### config.mk
export PLATFORM = sky130hd
export DESIGN_NAME = thermal_irq_monitor
export DESIGN_NICKNAME = d
export VERILOG_FILES = /design/src/rtl/thmon_pkg.sv /design/src/rtl/thmon_regs.sv /design/src/rtl/thmon_compare.sv /design/src/rtl/thmon_status.sv /design/src/rtl/thermal_irq_monitor.sv
export SDC_FILE = /design/constraint.sdc
export NUM_CORES = 1
export LEC_CHECK = 0
export CORE_AREA = 4 4 103 153
export CTS_CLUSTER_SIZE = 24
export DETAILED_ROUTE_END_ITERATION = 16
export DIE_AREA = 0 0 107 157
export DONT_BUFFER_PORTS = 1
export PLACE_DENSITY = 0.75
export SYNTH_ARGS = -nofsm -noshare
export SYNTH_HDL_FRONTEND = slang
export SYNTH_HIERARCHICAL = 1
export SYNTH_SLANG_ARGS = --single-unit
export TNS_END_PERCENT = 30
### constraint.sdc
create_clock -name clk -period 10.4 [get_ports clk]
set_input_delay 1.56 -clock clk [delete_from_list [all_inputs] [get_ports clk]]
set_output_delay 1.56 -clock clk [all_outputs]
set_load 0.01 [all_outputs]
### src/rtl/thmon_pkg.sv
package thmon_pkg;
  // limit slots in the threshold bank
  localparam int THR_HOT   = 0;
  localparam int THR_N2H   = 1;
  localparam int THR_COLD  = 2;
  localparam int THR_LOFS  = 3;
  localparam int THR_HOFS  = 4;
  localparam int NUM_THR   = 5;

  // word address map
  localparam int ADR_CTRL  = 0;
  localparam int ADR_THR0  = 1;
  localparam int ADR_INTEN = 6;
  localparam int ADR_STAT  = 7;

  // status bit positions
  localparam int ST_HOT    = 0;
  localparam int ST_COLD   = 1;
  localparam int ST_HOFS   = 2;
  localparam int ST_LOFS   = 3;
  localparam int ST_N2H    = 4;
  localparam int ST_USED   = 5;
endpackage

### src/rtl/thmon_regs.sv
module thmon_regs
  import thmon_pkg::*;
#(
  parameter int TEMP_W = 12,
  parameter int DATA_W = 32,
  parameter int ADDR_W = 3
) (
  input  logic                            clk,
  input  logic                            rst,
  input  logic                            we,
  input  logic [ADDR_W-1:0]               addr,
  input  logic [DATA_W-1:0]               wdata,
  output logic                            mon_en,
  output logic [NUM_THR-1:0][TEMP_W-1:0]  thr,
  output logic                            n2h_set,
  output logic [DATA_W-1:0]               int_en,
  output logic                            clr_we,
  output logic [DATA_W-1:0]               clr_vec
);
  localparam logic [ADDR_W-1:0] A_CTRL  = ADDR_W'(ADR_CTRL);
  localparam logic [ADDR_W-1:0] A_INTEN = ADDR_W'(ADR_INTEN);
  localparam logic [ADDR_W-1:0] A_STAT  = ADDR_W'(ADR_STAT);
  localparam logic [ADDR_W-1:0] A_N2H   = ADDR_W'(ADR_THR0 + THR_N2H);

  always_ff @(posedge clk) begin
    if (rst) begin
      mon_en <= 1'b0;
    end else if (we && addr == A_CTRL) begin
      mon_en <= wdata[0];
    end
  end

  always_ff @(posedge clk) begin
    if (rst) begin
      int_en <= '0;
    end else if (we && addr == A_INTEN) begin
      int_en <= wdata;
    end
  end

  // one slot per limit, each with its own address decode
  for (genvar g = 0; g < NUM_THR; g++) begin : g_thr
    localparam logic [ADDR_W-1:0] A_SLOT = ADDR_W'(ADR_THR0 + g);
    always_ff @(posedge clk) begin
      if (rst) begin
        thr[g] <= '0;
      end else if (we && addr == A_SLOT) begin
        thr[g] <= wdata[TEMP_W-1:0];
      end
    end
  end

  // remembers whether the normal-to-hot limit was ever programmed
  always_ff @(posedge clk) begin
    if (rst) begin
      n2h_set <= 1'b0;
    end else if (we && addr == A_N2H) begin
      n2h_set <= 1'b1;
    end
  end

  always_comb begin
    clr_we  = we && (addr == A_STAT);
    clr_vec = wdata;
  end
endmodule

### src/rtl/thmon_compare.sv
module thmon_compare
  import thmon_pkg::*;
#(
  parameter int TEMP_W = 12,
  parameter int DATA_W = 32
) (
  input  logic                            smp_valid,
  input  logic [TEMP_W-1:0]               smp_code,
  input  logic                            mon_en,
  input  logic [NUM_THR-1:0][TEMP_W-1:0]  thr,
  input  logic                            n2h_set,
  output logic [DATA_W-1:0]               set_vec
);
  logic [TEMP_W-1:0] hot_ref;
  logic [TEMP_W-1:0] hot_lim;
  logic              go;
  logic              above_hot;
  logic              above_hofs;
  logic              below_lofs;
  logic              below_cold;

  always_comb begin
    // unprogrammed normal-to-hot limit falls back to the cold limit
    hot_ref    = n2h_set ? thr[THR_N2H] : thr[THR_COLD];
    hot_lim    = (thr[THR_HOT] > hot_ref) ? thr[THR_HOT] : hot_ref;
    go         = smp_valid && mon_en;
    above_hot  = smp_code > hot_lim;
    above_hofs = smp_code > thr[THR_HOFS];
    below_lofs = smp_code < thr[THR_LOFS];
    below_cold = smp_code < thr[THR_COLD];
  end

  always_comb begin
    set_vec = '0;
    if (go) begin
      set_vec[ST_HOT]  = above_hot;
      set_vec[ST_N2H]  = above_hot;
      set_vec[ST_HOFS] = above_hofs;
      set_vec[ST_LOFS] = below_lofs;
      set_vec[ST_COLD] = below_cold;
    end
  end
endmodule

### src/rtl/thmon_status.sv
module thmon_status
  import thmon_pkg::*;
#(
  parameter int DATA_W = 32
) (
  input  logic              clk,
  input  logic              rst,
  input  logic [DATA_W-1:0] set_vec,
  input  logic              clr_we,
  input  logic [DATA_W-1:0] clr_vec,
  input  logic [DATA_W-1:0] int_en,
  output logic [DATA_W-1:0] status,
  output logic              irq
);
  localparam logic [DATA_W-1:0] USED_MASK = DATA_W'((64'd1 << ST_USED) - 64'd1);

  logic [DATA_W-1:0] clr_eff;
  logic [DATA_W-1:0] status_nxt;

  always_comb begin
    clr_eff    = clr_we ? clr_vec : '0;
    // set is applied after clear so a same-cycle set survives
    status_nxt = ((status & ~clr_eff) | set_vec) & USED_MASK;
  end

  always_ff @(posedge clk) begin
    if (rst) begin
      status <= '0;
      irq    <= 1'b0;
    end else begin
      status <= status_nxt;
      irq    <= |(status & int_en);
    end
  end

  // without a clear write, no set bit may drop
  p_sticky_r7: assert property (@(posedge clk) disable iff (rst)
    !clr_we |=> ((status & $past(status)) == $past(status)));

  // a set coinciding with a clear write wins
  p_set_wins_r8: assert property (@(posedge clk) disable iff (rst)
    (clr_we && (|set_vec)) |=> ((status & $past(set_vec)) == $past(set_vec)));

  // upper status bits stay clear
  p_upper_zero_r12: assert property (@(posedge clk) disable iff (rst)
    status[DATA_W-1:ST_USED] == '0);
endmodule

### src/rtl/thermal_irq_monitor.sv
module thermal_irq_monitor
  import thmon_pkg::*;
#(
  parameter int TEMP_W = 12,
  parameter int DATA_W = 32,
  parameter int ADDR_W = 3
) (
  input  logic              clk,
  input  logic              rst,
  input  logic              reg_we,
  input  logic [ADDR_W-1:0] reg_addr,
  input  logic [DATA_W-1:0] reg_wdata,
  output logic [DATA_W-1:0] reg_rdata,
  input  logic              smp_valid,
  input  logic [TEMP_W-1:0] smp_code,
  output logic              irq
);
  logic                           mon_en;
  logic [NUM_THR-1:0][TEMP_W-1:0] thr;
  logic                           n2h_set;
  logic [DATA_W-1:0]              int_en;
  logic                           clr_we;
  logic [DATA_W-1:0]              clr_vec;
  logic [DATA_W-1:0]              set_vec;
  logic [DATA_W-1:0]              status;
  logic [DATA_W-1:0]              rd_mux;

  thmon_regs #(.TEMP_W(TEMP_W), .DATA_W(DATA_W), .ADDR_W(ADDR_W)) u_regs (
    .clk     (clk),
    .rst     (rst),
    .we      (reg_we),
    .addr    (reg_addr),
    .wdata   (reg_wdata),
    .mon_en  (mon_en),
    .thr     (thr),
    .n2h_set (n2h_set),
    .int_en  (int_en),
    .clr_we  (clr_we),
    .clr_vec (clr_vec)
  );

  thmon_compare #(.TEMP_W(TEMP_W), .DATA_W(DATA_W)) u_cmp (
    .smp_valid (smp_valid),
    .smp_code  (smp_code),
    .mon_en    (mon_en),
    .thr       (thr),
    .n2h_set   (n2h_set),
    .set_vec   (set_vec)
  );

  thmon_status #(.DATA_W(DATA_W)) u_stat (
    .clk     (clk),
    .rst     (rst),
    .set_vec (set_vec),
    .clr_we  (clr_we),
    .clr_vec (clr_vec),
    .int_en  (int_en),
    .status  (status),
    .irq     (irq)
  );

  always_comb begin
    rd_mux = '0;
    if (reg_addr == ADDR_W'(ADR_CTRL))  rd_mux = DATA_W'(mon_en);
    if (reg_addr == ADDR_W'(ADR_INTEN)) rd_mux = int_en;
    if (reg_addr == ADDR_W'(ADR_STAT))  rd_mux = status;
    for (int i = 0; i < NUM_THR; i++) begin
      if (reg_addr == ADDR_W'(ADR_THR0 + i)) rd_mux = DATA_W'(thr[i]);
    end
  end

  always_ff @(posedge clk) begin
    if (rst) reg_rdata <= '0;
    else     reg_rdata <= rd_mux;
  end

  // no accepted sample and no clear means status holds
  p_idle_hold_r10: assert property (@(posedge clk) disable iff (rst)
    (!(smp_valid && mon_en) && !clr_we) |=> $stable(status));

  // hot bit never rises without its normal-to-hot partner
  p_hot_pair_r5: assert property (@(posedge clk) disable iff (rst)
    $rose(status[ST_HOT]) |-> status[ST_N2H]);

  // with the mask empty for two cycles the interrupt is low
  p_irq_masked_r9: assert property (@(posedge clk) disable iff (rst)
    ((int_en == '0) && ($past(int_en) == '0)) |-> !irq);
endmodule

## Word level (Yosys, flattened, before mapping)

Index checks and enable logic that the tools add are counted.

- Register bits: 132
- Input port bits: 51
- Word-level logic and storage cells: 52

- Magnitude comparators: 5
- Equality and inequality tests: 7
- Multiplexer cells: 12
- Bitwise operators: 4
- Reduce and logical (&&, ||, !) cells: 12

Operator list:

| kind | count |
|---|---|
| 2-to-1 mux 12 bit | 7 |
| 2-to-1 mux 32 bit | 2 |
| > comparator 12 bit | 3 |
| bitwise AND 5 x 32 -> 32 bit | 1 |
| OR reduction 32 bit | 1 |
| < comparator 12 bit | 2 |
| equality test 3 bit (second input constant) | 4 |
| 2-to-1 mux 5 bit | 2 |
| logical AND 1 bit | 9 |
| equality test 3 x 2 -> 1 bit (second input constant) | 2 |
| OR reduction 6 bit | 1 |
| bitwise AND 5 bit | 1 |
| NOT 5 bit | 1 |
| bitwise OR 5 bit | 1 |
| equality test 3 x 1 -> 1 bit (second input constant) | 1 |
| zero test 3 bit | 1 |
| 2-to-1 mux 1 bit | 1 |

## Depth between registers and ports, before layout

Gate-level depths: netlist of run 1.

- Depth in word-level cells: 9
- Depth in mapped cells: 17
- Depth with buffers taken out: 14

## Modules after synthesis

Netlist of run 1, hierarchy kept.

By module, submodules not included:

| module | instances | cells an instance | area an instance (um^2) |
|---|---|---|---|
| thmon_regs | 1 | 378 | 4101.4 |
| thermal_irq_monitor | 1 | 245 | 2040.7 |
| thmon_compare | 1 | 242 | 1936.9 |
| thmon_status | 1 | 47 | 436.7 |

## Worst setup path after synthesis of run 1

Ideal clock, no wire load.

- Path type: register -> register
- From: reg u_regs.n2h_set
- To: reg u_stat.status[4]
- Library setup time: 0.115 ns
- Arrival: 3.650 ns
- Data required time: 10.285 ns
- Slack: 6.635 ns
- Cell stages (with the launch flop): 17
- Period minus slack after synthesis: 3.765 ns
- Cell sequence: dfxtp_1 buf_2 mux2i_1 ha_1 nand4_1 a211o_1 a31oi_2 buf_6 mux2_4 ha_1 a21o_1 a21oi_1 o21ai_0 a2111oi_0 nor3_1 buf_4 o21ba_2

- Cells in the longest elaborated chain, start to end: 6

Ends and longest elaborated chain:

| element | RTL line | source |
|---|---|---|
| start: declaration | thmon_regs.sv:15 | `output logic n2h_set,` |
| start signal: assignment | thmon_regs.sv:56 | `n2h_set <= 1'b0;` |
| start signal: assignment | thmon_regs.sv:58 | `n2h_set <= 1'b1;` |
| 2-to-1 mux 12 bit * | thmon_compare.sv:24 | `hot_ref = n2h_set ? thr[THR_N2H] : thr[THR_COLD];` |
| > comparator 12 bit | thmon_compare.sv:25 | `hot_lim = (thr[THR_HOT] > hot_ref) ? thr[THR_HOT] : hot_ref;` |
| 2-to-1 mux 12 bit * | thmon_compare.sv:25 |  |
| > comparator 12 bit * | thmon_compare.sv:27 | `above_hot = smp_code > hot_lim;` |
| 2-to-1 mux 5 bit * | thmon_compare.sv:35 | `if (go) begin` |
| via set_vec[4] | thermal_irq_monitor.sv:24 | `logic [DATA_W-1:0] set_vec;` |
| bitwise OR 5 bit * | thmon_status.sv:23 | `status_nxt = ((status & ~clr_eff) \| set_vec) & USED_MASK;` |
| end signal: assignment | thmon_status.sv:31 | `status <= status_nxt;` |
| end: declaration | thmon_status.sv:12 | `output logic [DATA_W-1:0] status,` |

The timed path passes the listed nets; every way through them passes the cells marked *.
A chain may end at the register's enable or synchronous reset.

## Worst setup path after layout of run 1

- From: reg u_regs.n2h_set
- To: reg u_stat.status[4]

- Cells in the longest elaborated chain, start to end: 6

Ends and longest elaborated chain:

| element | RTL line |
|---|---|
| 2-to-1 mux 12 bit * | thmon_compare.sv:24 |
| > comparator 12 bit | thmon_compare.sv:25 |
| 2-to-1 mux 12 bit * | thmon_compare.sv:25 |
| > comparator 12 bit * | thmon_compare.sv:27 |
| 2-to-1 mux 5 bit * | thmon_compare.sv:35 |
| bitwise OR 5 bit * | thmon_status.sv:23 |

Mark *: on every way between the ends. The rest lies on a longest branch, timed or not.

==> summary.txt, run 1 <==
CTS
  • Clk buf depth: 2
  • Num Clock Sinks: 132
  • # H-tree levels: 4
  • Clock insertion delay at the later pin of the skew report: between 0.4 and 0.5 ns
  • Cts hold-fix bufs: 0
  • Post-CTS setup buffer count: 0
  • Root buffer cell: clkbuf_16
  • CTS tree: yes
  • CTS buffer count: 17
  • Clock transition at path regs: 0.06 ns
  • Resize count post-CTS: 0

Floorplanning
  • Die X: 107 microns
  • Starting density of the core: 0.5607
  • Num ports: 84
  • Core Region: 14,460 sq um
  • Die height: approximately 160 microns
  • Cell Rows: 54
  • Die area: roughly 17,000 sq um

Global route
  • Gr usage total: 0.2346
  • Grt total ovfl: 0
  • Number of global-route vias before repair: a little under 6,000
  • Largest net degree at the start of global routing: 147
  • Initial antenna violation count: 0
  • First-pass GRT wire length: 30,740 microns

Critical path
  • Slowest cell delay on critical path: about 0.86 ns
  • Crit-path cells: mux2_2, ha_1, nor2b_1, o211ai_1, a211o_1, a31oi_2, mux2_2, ha_1, nor2b_1, o211ai_1, a21oi_1, a2111oi_0, nor3_1, o21ba_2
  • Startpoint Class: register
  • CP max-delay cell: a31oi_2
  • Critical Path RT: 10.70 ns
  • Crit-path max FO: 13
  • CP Depth: 14
  • Reg2Reg Depth: 14
  • Worst path top cell family by delay: compound AO/OA/AOI/OAI gates
  • Crit path kind: reg -> reg
  • CP bufs+invs: 0
  • WP data arrival: 5.03 ns
  • Crit end category: register
  • Worst R2R Setup Slack: 5.67 ns

Route
  • Vias per inst: 5.660
  • Per-cell routed wire length: 18.82 microns
  • # DRC: 0
  • 1st-pass router iterations: 7
  • Drt total wl: 19,540 microns
  • Post-route ant nets: 0
  • Vias: 5,875
  • Detailed Route Iter0 Violations: 341

Placement
  • Placer Congestion: 0.9594
  • DP Cell Count: 1,006
  • DP HPWL: around 13,000 microns
  • # port buffers: 0

Synthesis
  • Ys Warns: 6
  • Post-Syn Instances: about 860
  • Mapped cell area: 8107 sq um
  • Syn Area/Cell: between 9 and 10 sq um

Worst hold path
  • Hold Path Class: reg -> reg
  • Hold path cells: 2

Finish
  • Filler instances: 1,325
  • Area occupied by multi-input gates: 4801 sq um
  • Share of layout cells above drive strength 1: 0.09264
  • Layout Utilization: 0.5890
  • Number of diodes: 0
  • Cell Count, Final, Fillers Out: 1,038
  • Syn-to-layout area delta: 5.047%
  • Register area: 2643 sq um
  • Nets: 938

Timing
  • Final TNS setup: 0 ns
  • Max Clk Rate: 211.3 MHz
  • Fin crit period: roughly 4.7 ns
  • RSZ-0062 raised after global routing: no
  • Setup-failing EPs final: 0
  • Post-route clock period utilization: 0.4550
  • Slew @ Worst Pin: 1.150 ns
  • Worst clock skew: 0.01310 ns
  • Slew headroom: 0.2291
  • Max Slew Vio Count: 0
  • Hold Fails Final Rpt: 0

Power and ir drop
  • Pleak: 3.551 nW
  • PwrDens: 147.3 nW/um^2
  • Peak VDD IR: roughly 0.08 mV

Run status
  • Status: finished clean

Job
  • Max Cap Viol: 0
==> final cells by class <==
cell class,instances,area share
clock buffers,21,0.05407
clock inverters,11,0.01484
multi-input cells,621,0.5638
flip-flops and latches,132,0.3103
inverters,50,0.02204
repair buffers,7,0.006171
well taps,196,0.02880
==> worst paths after layout <==
path	end	from
setup / recovery	u_stat/status[4]	u_regs/n2h_set
hold / removal	u_regs/int_en[27]	u_regs/int_en[27]
setup reg to reg	u_stat/status[4]	u_regs/n2h_set
hold reg to reg	u_regs/int_en[27]	u_regs/int_en[27]
==> where the power goes <==
part / internal [W] / total [W] / leakage, nW / switching, W
registers: 0.000518 / 0.000530 / 1.07 / 0.0000118
clock network: 0.000367 / 0.000597 / 0.287 / 0.000230
logic: 0.0000642 / 0.000127 / 2.19 / 0.0000630
==> per-layer routing <==
metal | part of all wire | wire, microns | GRT usage
met2 | 0.52 | 10060 | 0.4267
met5 | 0 | 0 | 0
met4 | 0.047 | 915 | 0.1188
met1 | 0.40 | 7771 | 0.2559
met3 | 0.040 | 784 | 0.04842
==> metrics by stage <==
stage | setup WS, ns | cell area [sq um] | hold WS, ns | power [W]
6_report | 5.668 | 8516 | 0.4701 | 0.001254
2_1_floorplan | 6.635 | 8204 | 0.4480 | 0.0006664
4_1_cts | 5.653 | 8516 | 0.4720 | 0.001263
3_3_place_gp | 5.745 | 7929 | 0.4565 | 0.0006654
5_1_grt | 5.302 | 8516 | 0.4900 | 0.001299
3_5_place_dp | 5.685 | 7929 | 0.4633 | 0.0006672
==> worst min-delay path, cell delays in order, from the launching register on <==
cell and delay [ns]:
dfxtp_1 0.31, nand2b_1 0.06, mux2i_1 0.05
==> cells in the final DEF, fill, tap and decap left out, types with 8 or more instances in the layout <==
master / n
inv_1: 48
a2111oi_2: 11
nand2b_1: 161
a21boi_1: 11
dfxtp_1: 132
a21oi_1: 42
nand4_1: 8
conb_1: 27
nor2_1: 48
o22ai_1: 11
ha_1: 58
nand2_1: 16
nor2b_1: 10
mux2_4: 10
o21ba_2: 10
mux2i_1: 124
clkbuf_16: 17
a21o_1: 10
==> sequential cells by signal, indices dropped and copies added (netlist names) <==
register	cells
u_regs/thr	60
reg_rdata	32
u_regs/int_en	32
u_stat/status	5
u_regs/mon_en	1
u_regs/n2h_set	1
u_stat/irq	1
Note: power is estimated with default switching activity, not from simulation.
==> inputs of run 2 (changes only) <==
--- a/config.mk
+++ b/config.mk
@@ -5,12 +5,12 @@
 export SDC_FILE = /design/constraint.sdc
 export NUM_CORES = 1
 export LEC_CHECK = 0
-export CORE_AREA = 4 4 103 153
+export CORE_AREA = 4 4 104 155
 export CTS_CLUSTER_SIZE = 24
 export DETAILED_ROUTE_END_ITERATION = 16
-export DIE_AREA = 0 0 107 157
+export DIE_AREA = 0 0 108 159
 export DONT_BUFFER_PORTS = 1
-export PLACE_DENSITY = 0.75
+export PLACE_DENSITY = 0.76
 export SYNTH_ARGS = -nofsm -noshare
 export SYNTH_HDL_FRONTEND = slang
 export SYNTH_HIERARCHICAL = 1
==> constraint.sdc (replaced) <==
create_clock -name clk -period 4.3 [get_ports clk]
set_input_delay 0.645 -clock clk [delete_from_list [all_inputs] [get_ports clk]]
set_output_delay 0.645 -clock clk [all_outputs]
set_load 0.01 [all_outputs]
==> run 2 against run 1 <==
Effect of this change:
- critical path depth increased by 1
- fmax up 19%
- sequential share of layout area shrank 0.13 points
- utilization is 0.58 points lower
- die area grew 2.2%
- critical path type unchanged
- first-iteration DRC count rose by 5.3%
- register-to-register slack worse by 5.4 ns
- largest power group unchanged
- worst hold slack lost 0.14 ns
- final cell count hardly changed
- cell area increased by 0.41%
==> summary.txt, run 2 (synthesis gave the netlist of run 1 again) <==
Run status
  • Status: finished clean

Finish
  • Max FFs per register: 60
  • Reg with most FFs: u_regs/thr
  • Most frequent cells in the layout: nand2b_1, dfxtp_1, mux2i_1
  • Share of layout cells above drive strength 1: 0.09609
  • Most common cell after layout, fill and taps aside: nand2b_1
  • Top flop regs: u_regs/thr x60, reg_rdata x32, u_regs/int_en x32
  • Syn-to-layout area delta: 5.479%
  • Cell area after layout: 8551 sq um
  • Nets: 939
  • Number of diodes: 0

Route
  • Vias: 5,833
  • Drt total wl: ~19,000 microns
  • Detailed Route Iter0 Violations: 359
  • 1st-pass router iterations: 5
  • Vias per inst: 5.614
  • Per-cell routed wire length: 18.75 microns
  • Post-route ant nets: 0
  • # DRC: 0

Placement
  • Placer Congestion: slightly below 0.9
  • # port buffers: 0
  • Place WS: 0.4101 ns
  • Post-DP Area: 7936 sq um
  • DP HPWL: 12,910 microns

Critical path
  • Crit end category: register
  • Reg2Reg Depth: 15
  • WP data arrival: 4.29 ns
  • Startpoint Class: register
  • Critical Path RT: 4.60 ns
  • Crit path kind: reg -> reg
  • Crit-path max FO: 9

CTS
  • # H-tree levels: 4
  • CTS tree: yes
  • Cts hold-fix bufs: 0
  • CTS buffer count: 17
  • Resize count post-CTS: 0
  • Clock insertion delay at the later pin of the skew report: 0.42 ns
  • Root buffer cell: clkbuf_16
  • Clk buf depth: 2
  • Post-CTS setup buffer count: 0
  • Num Clock Sinks: 132
  • Clock transition at path regs: around 0.06 ns

Worst hold path
  • Hold Path Class: in -> reg
  • Hold path cells: 1

Timing
  • Final Worst Setup Slack: 0.3162 ns
  • Hold Fails Final Rpt: 0
  • WHS: 0.3350 ns
  • RSZ-0062 raised after global routing: no
  • Slew headroom: 0.1993
  • Fin crit period: roughly 4 ns
  • Final TNS setup: 0 ns
  • Setup-failing EPs final: 0
  • Max Clk Rate: 251.0 MHz
  • Worst clock skew: 0.01027 ns
  • Slew @ Worst Pin: 1.195 ns
  • Max Slew Vio Count: 0
  • Post-route clock period utilization: 0.9265

Floorplanning
  • Num ports: 84
  • Die X: 108 microns
  • Core Region: 14,660 sq um
  • Die height: 159 microns
  • Starting density of the core: 0.5529
  • Die area: 17,170 sq um
  • Cell Rows: 54

Power and ir drop
  • PwrDens: between 300 and 400 nW/um^2
  • Pleak: 3.563 nW
  • Peak VDD IR: 0.2130 mV

Global route
  • Number of global-route vias before repair: 5,910
  • Initial antenna violation count: 0
  • Grt total ovfl: 0
  • Largest net degree at the start of global routing: 147
  • First-pass GRT wire length: ~31,000 microns
  • Gr usage total: 0.2313

Job
  • Max Cap Viol: 0
==> run 2: changes by cell type in the layout (fill, tap and decap cells not counted) <==
cell,delta
buf_4,+1
clkinvlp_4,+2
bufinv_16,+1
clkbuf_8,-1
inv_6,+3
clkinv_4,-2
clkinv_2,-1
clkbuf_1,-2
==> run 2: routing by layer <==
layer / share of wire / up-vias / track usage / wire length [microns]
li1: - / 2839 / - / -
met1: 0.41 / 2795 / 0.2634 / 7909
met2: 0.52 / 154 / 0.4108 / 10170
met3: 0.039 / 45 / 0.04422 / 757
met4: 0.033 / 0 / 0.1034 / 641
met5: 0 / - / 0 / 0
==> run 2: cell type report <==
type	count	area, sq um
clock buffer	18	439.2
clock inverter	14	175.2
fill	1309	6111
inverter	50	187.7
multi-input combinational	621	4801
sequential	132	2643
tap	196	245.2
timing repair buffer	8	60.06
==> run 2: final timing paths <==
kind                        to         startpoint  slack, ns
max           u_stat/status[0]     u_regs/n2h_set       0.32
min               reg_rdata[1]                rst       0.33
max reg2reg   u_stat/status[0]     u_regs/n2h_set       0.32
min reg2reg  u_regs/int_en[25]  u_regs/int_en[25]       0.47
==> run 2: report_power, final <==
part / total [W] / internal [W] / switching, W
clock: 0.00152 / 0.000934 / 0.000582
combinational: 0.000315 / 0.000161 / 0.000155
sequential: 0.00128 / 0.00125 / 0.0000270
==> run 2: stage by stage <==
stage / util / cells / total power [W]
final: 0.5832 / 1039 / 0.003112
after floorplan: - / 883 / 0.001612
after global placement: 0.5413 / 1007 / 0.001613
after global routing: 0.5832 / 1039 / 0.003234
after detailed placement: 0.5413 / 1007 / 0.001619
after CTS: 0.5832 / 1039 / 0.003138
==> run 2: critical path, stage by stage, from the launching register on <==
cell and delay [ns]:
dfxtp_1 0.45, buf_4 0.26, mux2i_1 0.28, ha_1 0.19
nand4_1 0.17, a211o_1 0.31, a31oi_2 0.20, buf_4 0.22
mux2_4 0.31, ha_1 0.29, a21o_1 0.18, a21oi_1 0.14
o21ai_0 0.10, a2111oi_0 0.41, nor3_1 0.13, o21ba_2 0.23
